===== src/rtl/key_unlock_pkg.sv =====
package key_unlock_pkg;
  typedef logic [7:0] byte_t;
  localparam int unsigned DEF_SEQ_LEN = 4;
  localparam logic [DEF_SEQ_LEN-1:0][7:0] DEF_KEY_SEQ = {8'hAC, 8'h42, 8'h5D, 8'h32};
  localparam byte_t DEF_RELOCK = 8'h35;
endpackage


===== src/rtl/key_seq_matcher.sv =====
module key_seq_matcher
  import key_unlock_pkg::*;
#(
  parameter int unsigned SEQ_LEN = DEF_SEQ_LEN,
  parameter logic [SEQ_LEN-1:0][7:0] KEY_SEQ = DEF_KEY_SEQ,
  localparam int unsigned CNT_W = (SEQ_LEN > 1) ? $clog2(SEQ_LEN) : 1
) (
  input  logic             clk_i,
  input  logic             rst_ni,
  input  logic             key_wr_i,
  input  byte_t            wdata_i,
  input  logic             unlocked_i,
  output logic [CNT_W-1:0] cnt_o,
  output logic             done_o
);
  localparam logic [CNT_W-1:0] LAST = CNT_W'(SEQ_LEN - 1);

  logic [CNT_W-1:0] cnt_q, cnt_d;

  always_comb begin
    cnt_d  = cnt_q;
    done_o = 1'b0;
    if (unlocked_i) begin
      cnt_d = '0;
    end else if (key_wr_i) begin
      if (wdata_i == KEY_SEQ[cnt_q]) begin
        if (cnt_q == LAST) begin
          done_o = 1'b1;
          cnt_d  = '0;
        end else begin
          cnt_d = cnt_q + 1'b1;
        end
      end else if (wdata_i == KEY_SEQ[0]) begin
        cnt_d = CNT_W'(1);  // restart: byte opens a new attempt
      end else begin
        cnt_d = '0;
      end
    end
  end

  always_ff @(posedge clk_i or negedge rst_ni) begin
    if (!rst_ni) cnt_q <= '0;
    else         cnt_q <= cnt_d;
  end

  assign cnt_o = cnt_q;
endmodule


===== src/rtl/key_lock_flag.sv =====
module key_lock_flag
  import key_unlock_pkg::*;
#(
  parameter byte_t RELOCK_BYTE = DEF_RELOCK
) (
  input  logic  clk_i,
  input  logic  rst_ni,
  input  logic  key_wr_i,
  input  byte_t wdata_i,
  input  logic  set_i,
  output logic  ok_o
);
  logic ok_q;

  always_ff @(posedge clk_i or negedge rst_ni) begin
    if (!rst_ni)                                       ok_q <= 1'b0;
    else if (set_i)                                    ok_q <= 1'b1;
    else if (ok_q && key_wr_i && wdata_i == RELOCK_BYTE) ok_q <= 1'b0;
  end

  assign ok_o = ok_q;
endmodule


===== src/rtl/key_unlock_guard.sv =====
module key_unlock_guard
  import key_unlock_pkg::*;
#(
  parameter int unsigned ADDR_W = 8,
  parameter logic [ADDR_W-1:0] KEY_ADDR = '0,
  parameter int unsigned SEQ_LEN = DEF_SEQ_LEN,
  parameter logic [SEQ_LEN-1:0][7:0] KEY_SEQ = DEF_KEY_SEQ,
  parameter byte_t RELOCK_BYTE = DEF_RELOCK,
  localparam int unsigned CNT_W = (SEQ_LEN > 1) ? $clog2(SEQ_LEN) : 1
) (
  input  logic              clk_i,
  input  logic              rst_ni,
  input  logic [ADDR_W-1:0] addr_i,
  input  logic [7:0]        wdata_i,
  input  logic              we_i,
  output logic [7:0]        rdata_o,
  output logic              unlocked_o,
  output logic              prot_we_o
);
  logic             key_sel, key_wr, seq_done, ok;
  logic [CNT_W-1:0] match_cnt;

  assign key_sel = (addr_i == KEY_ADDR);
  assign key_wr  = we_i && key_sel;

  key_seq_matcher #(.SEQ_LEN(SEQ_LEN), .KEY_SEQ(KEY_SEQ)) u_match (
    .clk_i     (clk_i),
    .rst_ni    (rst_ni),
    .key_wr_i  (key_wr),
    .wdata_i   (wdata_i),
    .unlocked_i(ok),
    .cnt_o     (match_cnt),
    .done_o    (seq_done)
  );

  key_lock_flag #(.RELOCK_BYTE(RELOCK_BYTE)) u_flag (
    .clk_i   (clk_i),
    .rst_ni  (rst_ni),
    .key_wr_i(key_wr),
    .wdata_i (wdata_i),
    .set_i   (seq_done),
    .ok_o    (ok)
  );

  assign unlocked_o = ok;
  assign prot_we_o  = we_i && !key_sel && ok;
  assign rdata_o    = key_sel ? {7'b0, ok} : 8'h00;
endmodule


===== config.mk =====
export PLATFORM = sky130hd
export DESIGN_NAME = key_unlock_guard
export DESIGN_NICKNAME = d
export VERILOG_FILES = /design/src/rtl/key_unlock_pkg.sv /design/src/rtl/key_seq_matcher.sv /design/src/rtl/key_lock_flag.sv /design/src/rtl/key_unlock_guard.sv
export SDC_FILE = /design/constraint.sdc
export NUM_CORES = 1
export LEC_CHECK = 0
export BUFFER_PORTS_ARGS = -buffer_cell sky130_fd_sc_hd__buf_2
export CORE_AREA = 2 2 39 41
export CTS_CLUSTER_DIAMETER = 150
export DETAILED_ROUTE_END_ITERATION = 16
export DIE_AREA = 0 0 41 43
export GPL_TIMING_DRIVEN = 0
export PLACE_DENSITY = 0.7
export SYNTH_ARGS = -nofsm -noshare
export SYNTH_HDL_FRONTEND = slang
export SYNTH_HIERARCHICAL = 1
export SYNTH_SLANG_ARGS = --single-unit

===== constraint.sdc =====
create_clock -name clk_i -period 2.6 [get_ports clk_i]
set_input_delay 0.13 -clock clk_i [delete_from_list [all_inputs] [get_ports clk_i]]
set_output_delay 0.13 -clock clk_i [all_outputs]
set_load 0.05 [all_outputs]

==> metrics.txt <==
# TYPE chip_impl_metric gauge
chip_impl_info{name="run_status",value="complete, no violations"} 1
chip_impl_metric{name="setup-violations-final",unit=""} 0
chip_impl_metric{name="grt_pass1_wl",unit="um"} 1390
chip_impl_metric{name="post-route-cell-area",unit="um^2"} 619
chip_impl_metric{name="num_antenna_cells",unit=""} 0
chip_impl_metric{name="cellPowerDensity",unit="mW/mm^2"} 335
chip_impl_metric{name="detailed_place.area",unit="um^2"} 583
chip_impl_metric{name="r2r_slack",unit="ns"} 0.44
chip_impl_metric{name="vias_after_detailed_routing",unit=""} 456
chip_impl_info{name="timing.rr.start",value="u_match/cnt_o[0]$_DFFE_PN0P_"} 1
chip_impl_metric{name="ys.warnings.count",unit=""} 6
chip_impl_metric{name="grt_start_max_net_pins",unit=""} 8
chip_impl_metric{name="seq_area_frac_synth",unit="%"} 17.2
chip_impl_metric{name="timing_worst_slew_pin_value",unit="ns"} 0.499
chip_impl_info{name="r2r_end",value="u_flag/ok_o$_DFFE_PN0P_"} 1
chip_impl_metric{name="via_per_inst",unit=""} 4.56
chip_impl_metric{name="final_critical_path_setup_slack",unit="ns"} 0.437
chip_impl_metric{name="max-cap-violations",unit=""} 0
chip_impl_metric{name="overall_power",unit="uW"} 207
chip_impl_metric{name="final_period_minus_worst_setup_slack",unit="ns"} 2.16
chip_impl_info{name="end_kind",value="flop"} 1
chip_impl_metric{name="grt_use_total",unit="%"} 11.0
chip_impl_metric{name="hpwl",unit="um"} 825
chip_impl_metric{name="drtPass1Iterations",unit=""} 2
chip_impl_metric{name="synth_cells",unit=""} 52
chip_impl_metric{name="first_global_vias",unit=""} 369
chip_impl_info{name="setup_crit_path_kind",value="flop to flop"} 1
chip_impl_info{name="post_synth_main_area_contributors",value="sky130_fd_sc_hd__dfrtp_1 17%, sky130_fd_sc_hd__buf_4 12%, sky130_fd_sc_hd__xnor2_1 6.0%, sky130_fd_sc_hd__xor2_1 6.0%, sky130_fd_sc_hd__ha_1 5.7%"} 1
chip_impl_metric{name="route.detailed.drc",unit=""} 0
chip_impl_metric{name="total_die_area",unit="mm^2"} 0.00176
chip_impl_metric{name="max-vdd-ir-drop",unit="uV"} 127
chip_impl_info{name="buffer_cell_driving_the_clock_tree_root",value="sky130_fd_sc_hd__clkbuf_4"} 1
chip_impl_metric{name="worst_ep_arrival_time",unit="ns"} 2.30
chip_impl_metric{name="grt_overflow",unit=""} 0
chip_impl_metric{name="drv_slew",unit=""} 0
chip_impl_metric{name="syn-mean-instance-area",unit="um^2"} 8.37
chip_impl_metric{name="p_leak",unit="nW"} 0.318
chip_impl_metric{name="final_weighted_congestion_in_routability_driven_placement",unit=""} 0.799
chip_impl_metric{name="synth_enable_flop_cells",unit=""} 0
chip_impl_metric{name="post_drt_wl_per_cell",unit="um"} 9.26
chip_impl_metric{name="fin_skew",unit="ns"} 0.000925
chip_impl_metric{name="worst-r2r-cell-count",unit=""} 7
chip_impl_info{name="timing_startpoint_of_the_critical_path",value="u_match/cnt_o[0]$_DFFE_PN0P_"} 1
chip_impl_metric{name="worstPathMaxFanout",unit=""} 7
chip_impl_metric{name="place.detailed.instances",unit=""} 95
chip_impl_metric{name="drt_wl_total",unit="um"} 926
chip_impl_metric{name="coreArea",unit="mm^2"} 0.00138
chip_impl_metric{name="area.growth.synth_to_final",unit="%"} 42.2
chip_impl_metric{name="post_cts.resized_instances",unit=""} 0
chip_impl_metric{name="timing.critical_path.required",unit="ns"} 2.73
chip_impl_info{name="endpoint",value="u_flag/ok_o$_DFFE_PN0P_"} 1
chip_impl_metric{name="cts_buffer_depth",unit=""} 2
chip_impl_metric{name="synth_async_sr_flop_share",unit="%"} 100
chip_impl_metric{name="num_rows",unit=""} 14
chip_impl_metric{name="crit_share_post_route",unit="%"} 83.2
chip_impl_metric{name="floorplan.die.width",unit="um"} 41
chip_impl_metric{name="grt_antenna_before_repair",unit=""} 0
chip_impl_metric{name="critPathMaxStageDelay",unit="ns"} 0.46
chip_impl_metric{name="max_clock_freq",unit="GHz"} 0.462
chip_impl_metric{name="ys_seq_elements",unit=""} 3
chip_impl_metric{name="fp.dieH",unit="um"} 43
chip_impl_metric{name="clock-sinks",unit=""} 3
chip_impl_info{name="clock_tree_from_tritoncts",value="built"} 1
chip_impl_metric{name="n_fill_cell",unit=""} 160
chip_impl_metric{name="netlist-cell-type-count",unit=""} 26
chip_impl_metric{name="cts_max_level",unit=""} 1
chip_impl_metric{name="port_buffers",unit=""} 21
chip_impl_metric{name="place_ws",unit="ns"} 0.431
chip_impl_info{name="crit_slowest_cell",value="sky130_fd_sc_hd__dfrtp_1"} 1
chip_impl_metric{name="report.final.hold_viol_count",unit=""} 0
chip_impl_info{name="rsz0062_at_grt",value="false"} 1
chip_impl_metric{name="clock_latency_at_the_later_pin_of_the_worst_skew_pair",unit="ns"} 0.22
chip_impl_metric{name="syn-cell-area",unit="um^2"} 435
chip_impl_metric{name="initial_utilization",unit="%"} 31.5
chip_impl_metric{name="post-synth-top-area-fraction",unit="%"} 17.2
chip_impl_info{name="yosys.cell_count.top_type",value="sky130_fd_sc_hd__buf_4"} 1
chip_impl_metric{name="boundaryPins",unit=""} 29
chip_impl_metric{name="layout-drive-gt1-share",unit="%"} 42.9
chip_impl_metric{name="layout.nets",unit=""} 106
chip_impl_metric{name="max-slew-margin-rel",unit="%"} 66.5
chip_impl_info{name="dominantRegCellSynth",value="sky130_fd_sc_hd__dfrtp_1"} 1
chip_impl_info{name="synthTopCellsByCount",value="7 x sky130_fd_sc_hd__buf_4, 4 x sky130_fd_sc_hd__inv_1, 4 x sky130_fd_sc_hd__nor2_1"} 1
chip_impl_metric{name="fin_setup_tns",unit="ns"} 0
chip_impl_metric{name="clkSlewWorstSetupHoldPaths",unit="ns"} 0.04
chip_impl_metric{name="ant_nets",unit=""} 0
chip_impl_metric{name="numCtsBuffers",unit=""} 3
chip_impl_metric{name="layout.cells.non_filler",unit=""} 100
chip_impl_metric{name="initialDrtViolationCount",unit=""} 3
chip_impl_info{name="synth_top_cell_by_area",value="sky130_fd_sc_hd__dfrtp_1"} 1
chip_impl_info{name="hold_path_class",value="primary input to flop"} 1
chip_impl_info{name="crit_path_cell_trace",value="ha_1, xor2_1, nor4_4, nand3_1, nor3_1, nor4b_2, a41oi_1"} 1
chip_impl_info{name="critPathLaunchType",value="flop"} 1
[routing by layer]
layer	track usage [%]	vias to the layer above	share of wire, %
met5	0	-	0
met4	4.00	0	0
met3	0	0	2.1
met2	20.0	5	56
met1	12.9	213	42
li1	-	238	-
[area by class of cell]
type / count / area [um^2] / area share, %
Inverter: 4 / 15.0 / 2.42
Timing Repair Buffer: 22 / 115 / 18.6
Sequential cell: 3 / 75.1 / 12.1
Tap cell: 16 / 20.0 / 3.23
Multi-Input combinational cell: 44 / 315 / 50.9
Clock buffer: 4 / 26.3 / 4.24
Buffer: 7 / 52.6 / 8.48
[logic make-up (layout without fill, tap and decap cells)]
family                   count (synthesis)  in the layout  share of synthesized area (%)
AO/OA/AOI/OAI                            5              5                           9.48
buffers and inverters                   11             37                           15.5
flip-flops                               3              3                           17.2
other                                    1              7                          0.861
XOR/XNOR                                 6              6                           12.1
adder cells (fa/ha/maj)                  2              2                           5.75
AND/OR/NAND/NOR                         24             24                           39.1
[worst min-delay path by stage]
stage / end / cells after the start / from / slack, ns
2_1_floorplan: u_flag/ok_o$_DFFE_PN0P_ / 0 / rst_ni / -0.17
3_3_place_gp: u_flag/ok_o$_DFFE_PN0P_ / 1 / rst_ni / -0.07
3_5_place_dp: u_flag/ok_o$_DFFE_PN0P_ / 1 / rst_ni / -0.07
4_1_cts: u_flag/ok_o$_DFFE_PN0P_ / 2 / wdata_i[5] / 0.17
5_1_grt: u_flag/ok_o$_DFFE_PN0P_ / 2 / wdata_i[5] / 0.17
6_report: u_flag/ok_o$_DFFE_PN0P_ / 2 / wdata_i[5] / 0.17
[worst max-delay path, delay by kind of cell (launching register included)]
family	cells	cell delay (ns)
AO/OA/AOI/OAI	1	0.22
XOR/XNOR	1	0.20
adder cells (fa/ha/maj)	1	0.39
flip-flops	1	0.46
AND/OR/NAND/NOR	4	0.79
[sequential cells by signal, summed over array words and instances, names as in the netlist]
| signal | flops |
|---|---|
| u_match/cnt_o | 2 |
| u_flag/ok_o | 1 |
[placed cells by master (no fill, tap or decap)]
master,instances
sky130_fd_sc_hd__nor4b_1,1
sky130_fd_sc_hd__nor4_4,1
sky130_fd_sc_hd__nand4_1,2
sky130_fd_sc_hd__dlygate4sd3_1,1
sky130_fd_sc_hd__and2b_1,1
sky130_fd_sc_hd__inv_1,4
sky130_fd_sc_hd__xor2_1,3
sky130_fd_sc_hd__nor3_1,3
sky130_fd_sc_hd__a311oi_1,1
sky130_fd_sc_hd__xnor2_1,3
sky130_fd_sc_hd__o211a_1,1
sky130_fd_sc_hd__or4_4,2
sky130_fd_sc_hd__nor4b_2,1
sky130_fd_sc_hd__buf_4,7
sky130_fd_sc_hd__a41oi_1,1
sky130_fd_sc_hd__nand2_1,2
sky130_fd_sc_hd__clkbuf_1,1
sky130_fd_sc_hd__dfrtp_1,3
sky130_fd_sc_hd__nand3_1,3
sky130_fd_sc_hd__or3_1,1
sky130_fd_sc_hd__nor2_1,4
sky130_fd_sc_hd__conb_1,7
sky130_fd_sc_hd__a31o_2,1
sky130_fd_sc_hd__a21oi_1,1
sky130_fd_sc_hd__ha_1,2
sky130_fd_sc_hd__clkbuf_4,3
sky130_fd_sc_hd__nor4_1,1
sky130_fd_sc_hd__or2b_1,1
sky130_fd_sc_hd__and4b_1,1
sky130_fd_sc_hd__buf_2,21
[stage by stage]
stage	utilization (%)	hold slack, ns
floorplan	-	-0.166
detailed placement	42.1	-0.0728
global route	44.8	0.167
finish	44.8	0.169
global placement	42.1	-0.0744
CTS	44.8	0.171
[report_power, final]
part	switching, mW	internal (mW)
Sequential	0.00286	0.0482
Combinational	0.0466	0.0310
Clock	0.0212	0.0573
Total	0.0708	0.137
[timing repair]
action / in CTS / in global routing
setup buffers: 0 / 0
hold buffers: 1 / 0
endpoints found under the hold margin: 3 / 0
Power figures use the tool's default switching activity.
